<file path="config.mk">
export PLATFORM = sky130hd
export DESIGN_NAME = link_ctl_reg
export DESIGN_NICKNAME = d
export VERILOG_FILES = /design/src/rtl/link_ctl_pkg.sv /design/src/rtl/link_ctl_fields.sv /design/src/rtl/link_ctl_counts.sv /design/src/rtl/link_ctl_reg.sv
export SDC_FILE = /design/constraint.sdc
export NUM_CORES = 1
export LEC_CHECK = 0
export BUFFER_PORTS_ARGS = -buffer_cell sky130_fd_sc_hd__clkbuf_2
export CORE_MARGIN = 2
export CORE_UTILIZATION = 36
export CTS_BUF_LIST = sky130_fd_sc_hd__clkbuf_8
export CTS_CLUSTER_SIZE = 12
export DETAILED_ROUTE_END_ITERATION = 16
export GPL_ROUTABILITY_DRIVEN = 0
export PLACE_DENSITY_LB_ADDON = 0.2
export SLEW_MARGIN = 20
export SYNTH_ARGS = -nofsm -noshare
export SYNTH_HDL_FRONTEND = slang
export SYNTH_HIERARCHICAL = 1
export SYNTH_SLANG_ARGS = --single-unit
</file>
<file path="constraint.sdc">
create_clock -name clk -period 1.7 [get_ports clk]
set_clock_uncertainty 0.15 [all_clocks]
set_input_delay 0.085 -clock clk [delete_from_list [all_inputs] [get_ports clk]]
set_output_delay 0.085 -clock clk [all_outputs]
set_load 0.01 [all_outputs]
</file>
<file path="src/rtl/link_ctl_pkg.sv">
package link_ctl_pkg;
  localparam int REG_W   = 16;
  localparam int B_EXT   = 7;
  localparam int B_CCLK  = 6;
  localparam int B_RTRN  = 5;
  localparam int B_LOFF  = 4;
  localparam int B_RCB   = 3;
  localparam int ASPM_W  = 2;

  typedef struct packed {
    logic              ext;
    logic              cclk;
    logic              loff;
    logic [ASPM_W-1:0] aspm;
  } ctl_fields_t;
endpackage

</file>
<file path="src/rtl/link_ctl_fields.sv">
module link_ctl_fields
  import link_ctl_pkg::*;
(
  input  logic              clk,
  input  logic              rst,
  input  logic              role_rc,
  input  logic              wr_hit,
  input  logic [7:0]        wr_lo,
  output ctl_fields_t       fld_q,
  output logic              ext_nxt,
  output logic              retrain_q
);
  ctl_fields_t fld_d;

  always_comb begin
    fld_d = fld_q;
    if (wr_hit) begin
      fld_d.ext  = wr_lo[B_EXT];
      fld_d.cclk = wr_lo[B_CCLK];
      fld_d.loff = wr_lo[B_LOFF];
      fld_d.aspm = wr_lo[ASPM_W-1:0];
    end
    if (!role_rc) fld_d.loff = 1'b0;
  end

  assign ext_nxt = fld_d.ext;

  always_ff @(posedge clk) begin
    if (rst) begin
      fld_q     <= '0;
      retrain_q <= 1'b0;
    end else begin
      fld_q     <= fld_d;
      retrain_q <= wr_hit && role_rc && wr_lo[B_RTRN];
    end
  end

  p_pulse_single_r5: assert property (@(posedge clk) disable iff (rst)
    retrain_q |=> !retrain_q);
  p_no_ep_retrain_r5: assert property (@(posedge clk) disable iff (rst)
    retrain_q |-> $past(role_rc));
  p_ep_loff_low_r6: assert property (@(posedge clk) disable iff (rst)
    !$past(role_rc) |-> !fld_q.loff);
  p_hold_no_write_r3: assert property (@(posedge clk) disable iff (rst)
    ($past(!wr_hit) && $past(role_rc)) |-> $stable(fld_q));
endmodule

</file>
<file path="src/rtl/link_ctl_counts.sv">
module link_ctl_counts #(
  parameter int CNT_W    = 13,
  parameter int BASE_W   = 8,
  parameter int EXT_FTS  = 4096,
  parameter int EXT_TS1  = 1024,
  parameter int DFLT_TS1 = 16
) (
  input  logic              clk,
  input  logic              rst,
  input  logic              ext_nxt,
  input  logic              ext_q,
  input  logic [BASE_W-1:0] fts_base,
  output logic [CNT_W-1:0]  fts_count,
  output logic [CNT_W-1:0]  ts1_count
);
  localparam logic [CNT_W-1:0] L_EXT_FTS  = CNT_W'(EXT_FTS);
  localparam logic [CNT_W-1:0] L_EXT_TS1  = CNT_W'(EXT_TS1);
  localparam logic [CNT_W-1:0] L_DFLT_TS1 = CNT_W'(DFLT_TS1);

  always_ff @(posedge clk) begin
    if (rst) begin
      fts_count <= CNT_W'(fts_base);
      ts1_count <= L_DFLT_TS1;
    end else if (ext_nxt) begin
      fts_count <= L_EXT_FTS;
      ts1_count <= L_EXT_TS1;
    end else begin
      fts_count <= CNT_W'(fts_base);
      ts1_count <= L_DFLT_TS1;
    end
  end

  p_ext_counts_r8: assert property (@(posedge clk) disable iff (rst)
    ext_q |-> (fts_count == L_EXT_FTS && ts1_count == L_EXT_TS1));
  p_dflt_ts1_r9: assert property (@(posedge clk) disable iff (rst)
    !ext_q |-> ts1_count == L_DFLT_TS1);
endmodule

</file>
<file path="src/rtl/link_ctl_reg.sv">
module link_ctl_reg
  import link_ctl_pkg::*;
#(
  parameter int          ADDR_W  = 12,
  parameter logic [11:0] REG_OFF = 12'h0E0,
  parameter int          CNT_W   = 13,
  parameter int          BASE_W  = 8
) (
  input  logic               clk,
  input  logic               rst,
  input  logic               role_rc,
  input  logic               wr_en,
  input  logic [ADDR_W-1:0]  wr_addr,
  input  logic [1:0]         wr_be,
  input  logic [REG_W-1:0]   wr_data,
  input  logic               rd_en,
  input  logic [ADDR_W-1:0]  rd_addr,
  output logic [REG_W-1:0]   rd_data,
  input  logic [BASE_W-1:0]  fts_base,
  output logic [ASPM_W-1:0]  aspm_lvl,
  output logic               common_clk,
  output logic               link_off,
  output logic               retrain_req,
  output logic               ext_sync,
  output logic [CNT_W-1:0]   fts_count,
  output logic [CNT_W-1:0]   ts1_count
);
  localparam logic [ADDR_W-1:0] OFF = ADDR_W'(REG_OFF);

  ctl_fields_t      fld_q;
  logic             ext_nxt;
  logic             wr_hit;
  logic             rd_hit;
  logic [REG_W-1:0] image;

  assign wr_hit = wr_en && (wr_addr == OFF) && wr_be[0];
  assign rd_hit = rd_en && (rd_addr == OFF);

  link_ctl_fields u_fields (
    .clk(clk), .rst(rst), .role_rc(role_rc), .wr_hit(wr_hit),
    .wr_lo(wr_data[7:0]), .fld_q(fld_q), .ext_nxt(ext_nxt),
    .retrain_q(retrain_req)
  );

  link_ctl_counts #(.CNT_W(CNT_W), .BASE_W(BASE_W)) u_counts (
    .clk(clk), .rst(rst), .ext_nxt(ext_nxt), .ext_q(fld_q.ext),
    .fts_base(fts_base), .fts_count(fts_count), .ts1_count(ts1_count)
  );

  always_comb begin
    image               = '0;
    image[B_EXT]        = fld_q.ext;
    image[B_CCLK]       = fld_q.cclk;
    image[B_LOFF]       = fld_q.loff;
    image[B_RCB]        = role_rc;
    image[ASPM_W-1:0]   = fld_q.aspm;
  end

  always_ff @(posedge clk) begin
    if (rst) rd_data <= '0;
    else     rd_data <= rd_hit ? image : '0;
  end

  assign aspm_lvl   = fld_q.aspm;
  assign common_clk = fld_q.cclk;
  assign link_off   = fld_q.loff;
  assign ext_sync   = fld_q.ext;

  p_idle_read_zero_r2: assert property (@(posedge clk) disable iff (rst)
    !$past(rd_hit) |-> rd_data == '0);
  p_rtrn_reads_zero_r5: assert property (@(posedge clk) disable iff (rst)
    !rd_data[B_RTRN]);
  p_rcb_role_r7: assert property (@(posedge clk) disable iff (rst)
    $past(rd_hit) |-> rd_data[B_RCB] == $past(role_rc));
endmodule

</file>
==> results.sh <==
export IMPL_run_status="finished, final reports clean"
export IMPL_synth_cells=95
export IMPL_drt_pre_antenna_iters=2
export IMPL_path_clk_slew_ns=0.08
export IMPL_critPathMaxStageDelay_ns=0.55
export IMPL_hold_path_class="primary input to flip-flop"
export IMPL_critical_path_required_ns=1.69
export IMPL_start_util_pct=37.3
export IMPL_placed_cell_area_um2=1250
export IMPL_cp_top_family="buffers and inverters"
export IMPL_startpoint_type="primary input"
export IMPL_diodes=0
export IMPL_synth_seq_cells=22
export IMPL_maxCapViolCount=0
export IMPL_worstPathCellList="clkbuf_2 > nor4bb_2 > and4_1 > buf_6 > mux2i_1 > nor2_1 > dlygate4sd3_1"
export IMPL_holdPathStages=3
export IMPL_leakagePower_nw=0.809
export IMPL_holdPathEnd="u_fields/fld_q[4]"
export IMPL_yosys_top_cells_area="dfxtp_1 44%, buf_4 19%, and2_4 6.9%"
export IMPL_syn_to_final_growth_pct=56.7
export IMPL_yosysMostFrequentCell="buf_4"
export IMPL_netlist_area_um2=1010
export IMPL_crit_buf_inv=3
export IMPL_arrival_ns=1.62
export IMPL_tns_ns=0
export IMPL_die_h_um=57.0
export IMPL_layout_cells_non_filler=214
export IMPL_grt_pass1_vias=855
export IMPL_timing_rr_end="rd_data[4]"
export IMPL_reg2reg_from="u_fields/fld_q[2]"
export IMPL_grt_use_total_pct=13.6
export IMPL_max_freq_mhz=614
export IMPL_clk_path_buf_depth=2
export IMPL_crit_slowest_cell="dlygate4sd3_1"
export IMPL_ys_top_cells_by_count="26 x buf_4, 22 x dfxtp_1, 8 x and2_4"
export IMPL_cts_made_buffers=3
export IMPL_min_from="wr_data[7]"
export IMPL_io_pins=103
export IMPL_synth_edf_count=0
export IMPL_hold_viol=0
export IMPL_grt_pass1_wl_mm=3.51
export IMPL_wl_per_cell_um=10.3
export IMPL_drive_above_1_share_pct=48.1
export IMPL_period_minus_slack_ns=1.63
export IMPL_crit_path_end_kind="flip-flop"
export IMPL_drt_wl_total_mm=2.21
export IMPL_worst_hold_slack_ns=0.0595
export IMPL_die_w_um=57.0
export IMPL_vias_per_cell=4.20
export IMPL_antenna_found_initial=0
export IMPL_drtAntennaViolNets=0
export IMPL_rsz0062_at_grt="no"
export IMPL_grt_max_degree=14
export IMPL_cts_root_buf="clkbuf_8"
export IMPL_die_area_um2=3250
export IMPL_synth_cell_types=23
export IMPL_final_area_um2=1590
export IMPL_place_ws_ns=0.150
export IMPL_cts_tree="done"
export IMPL_overflow=0
export IMPL_crit_fanout=5
export IMPL_dp_cells=186
export IMPL_period_share_pct=95.8
export IMPL_insertion_delay_ns=0.25
export IMPL_ys_seq_area_share_pct=43.5
export IMPL_fp_coreArea_um2=2710
export IMPL_dp_hpwl_mm=1.65
export IMPL_postSynthAreaPerCell_um2=10.7
export IMPL_synth_top_area_share_pct=43.5
export IMPL_cellPowerDensity_nw_per_um2=728
export IMPL_io_buffers=66
export IMPL_worstRegToRegCells=3
export IMPL_path_class="primary input to flip-flop"
export IMPL_drv_slew=0
export IMPL_reg2reg_slack_ns=0.30
export IMPL_layout_setup_ws_ns=0.0706
export IMPL_final_nets=239
export IMPL_setup_worst_path_start="wr_addr[3]"
export IMPL_cts_max_level=1
export IMPL_route_detailed_drc=0
export IMPL_rows=19
export IMPL_drt_initial_drc_count=9
export IMPL_yosys_area_top_type="dfxtp_1"
export IMPL_synthArstFlopShare_pct=0
export IMPL_finalSetupViolCount=0
export IMPL_clock_sinks=22
export IMPL_synthFlopType="dfxtp_1"
export IMPL_vdd_drop_max_v=0.000694
export IMPL_ys_warnings_count=6
export IMPL_vias=898
-- cell families after synthesis --
group	count (synthesis)	synth area share, %
flops	22	43.5
buf+inv	31	22.7
mux	5	5.44
simple gates	35	27.6
other cells	2	0.742
-- flip-flops by register name, indices dropped and copies added (netlist names) --
name / flops
u_fields/retrain_q: 1
u_counts/fts_count: 8
rd_data: 6
u_fields/fld_q: 5
u_counts/ts1_count: 2
-- worst register-to-register path: stages, from the launching register on --
cell	delay, ns
dfxtp_1	0.37
nand3b_1	0.09
dlygate4sd3_1	0.58
nor4_2	0.13
-- worst max path at each step --
| stage | depth (start not counted) | endpoint | slack [ns] |
|---|---|---|---|
| floorplan | 7 | u_counts/fts_count[0] | 0.21 |
| global placement | 6 | u_counts/fts_count[2] | 0.17 |
| detailed placement | 6 | u_counts/fts_count[6] | 0.15 |
| CTS | 7 | u_fields/fld_q[0] | 0.02 |
| global route | 7 | u_fields/fld_q[3] | 0.0003 |
| finish | 7 | u_fields/fld_q[3] | 0.07 |
-- power by group --
| part | switching, mW | internal, mW | leakage [nW] |
|---|---|---|---|
| clock | 0.159 | 0.314 | 0.0357 |
| sequential | 0.00263 | 0.525 | 0.180 |
| combinational | 0.0657 | 0.0897 | 0.594 |
| total | 0.227 | 0.928 | 0.809 |
-- per-layer routing --
| metal | share of wire, % | track usage [%] |
|---|---|---|
| met5 | 0 | 0 |
| met4 | 1.6 | 5.98 |
| met3 | 11 | 2.04 |
| met2 | 51 | 25.1 |
| met1 | 36 | 15.2 |
-- metrics by stage --
stage               util [%]  total power, mW
CTS                     56.8             1.16
global placement        46.1            0.656
floorplan                  -            0.638
finish                  58.5             1.16
global route            58.5             1.20
detailed placement      46.1            0.658
-- timing repair --
item,in CTS,in global routing
resized for setup,0,6
hold buffers,22,0
endpoints found under the hold margin,20,0
endpoints found under the setup margin,0,4
buffers inserted,0,2
-- layout make-up --
cell class / instances / area [um2]
multi-input combinational: 65 / 453
timing repair buffer: 91 / 579
clock buffer: 3 / 41.3
tap: 31 / 38.8
inverter: 1 / 3.75
sequential: 22 / 440
clock inverter: 1 / 30.0
fill: 238 / 1120
-- placed cells by master, fill, tap and decap left out, drive strengths merged --
cell type     netlist  layout
and4b               1       1
nor2b               1       1
dfxtp              22      22
nor3b               1       1
mux2i               4       4
and2                8       8
nor4b               1       1
nand4bb             1       1
inv                 1       1
buf                29       3
dlymetal6s4s        0       1
and4                1       1
or4                 1       1
bufinv              0       1
conb                2      25
nor4                6       6
clkbuf              1      69
nor2                4       4
mux2                1       1
dlygate4sd3         0      21
nand2b              1       1
or4b                1       1
nor4bb              2       2
nand3b              6       6
Power figures use the tool's default switching activity.
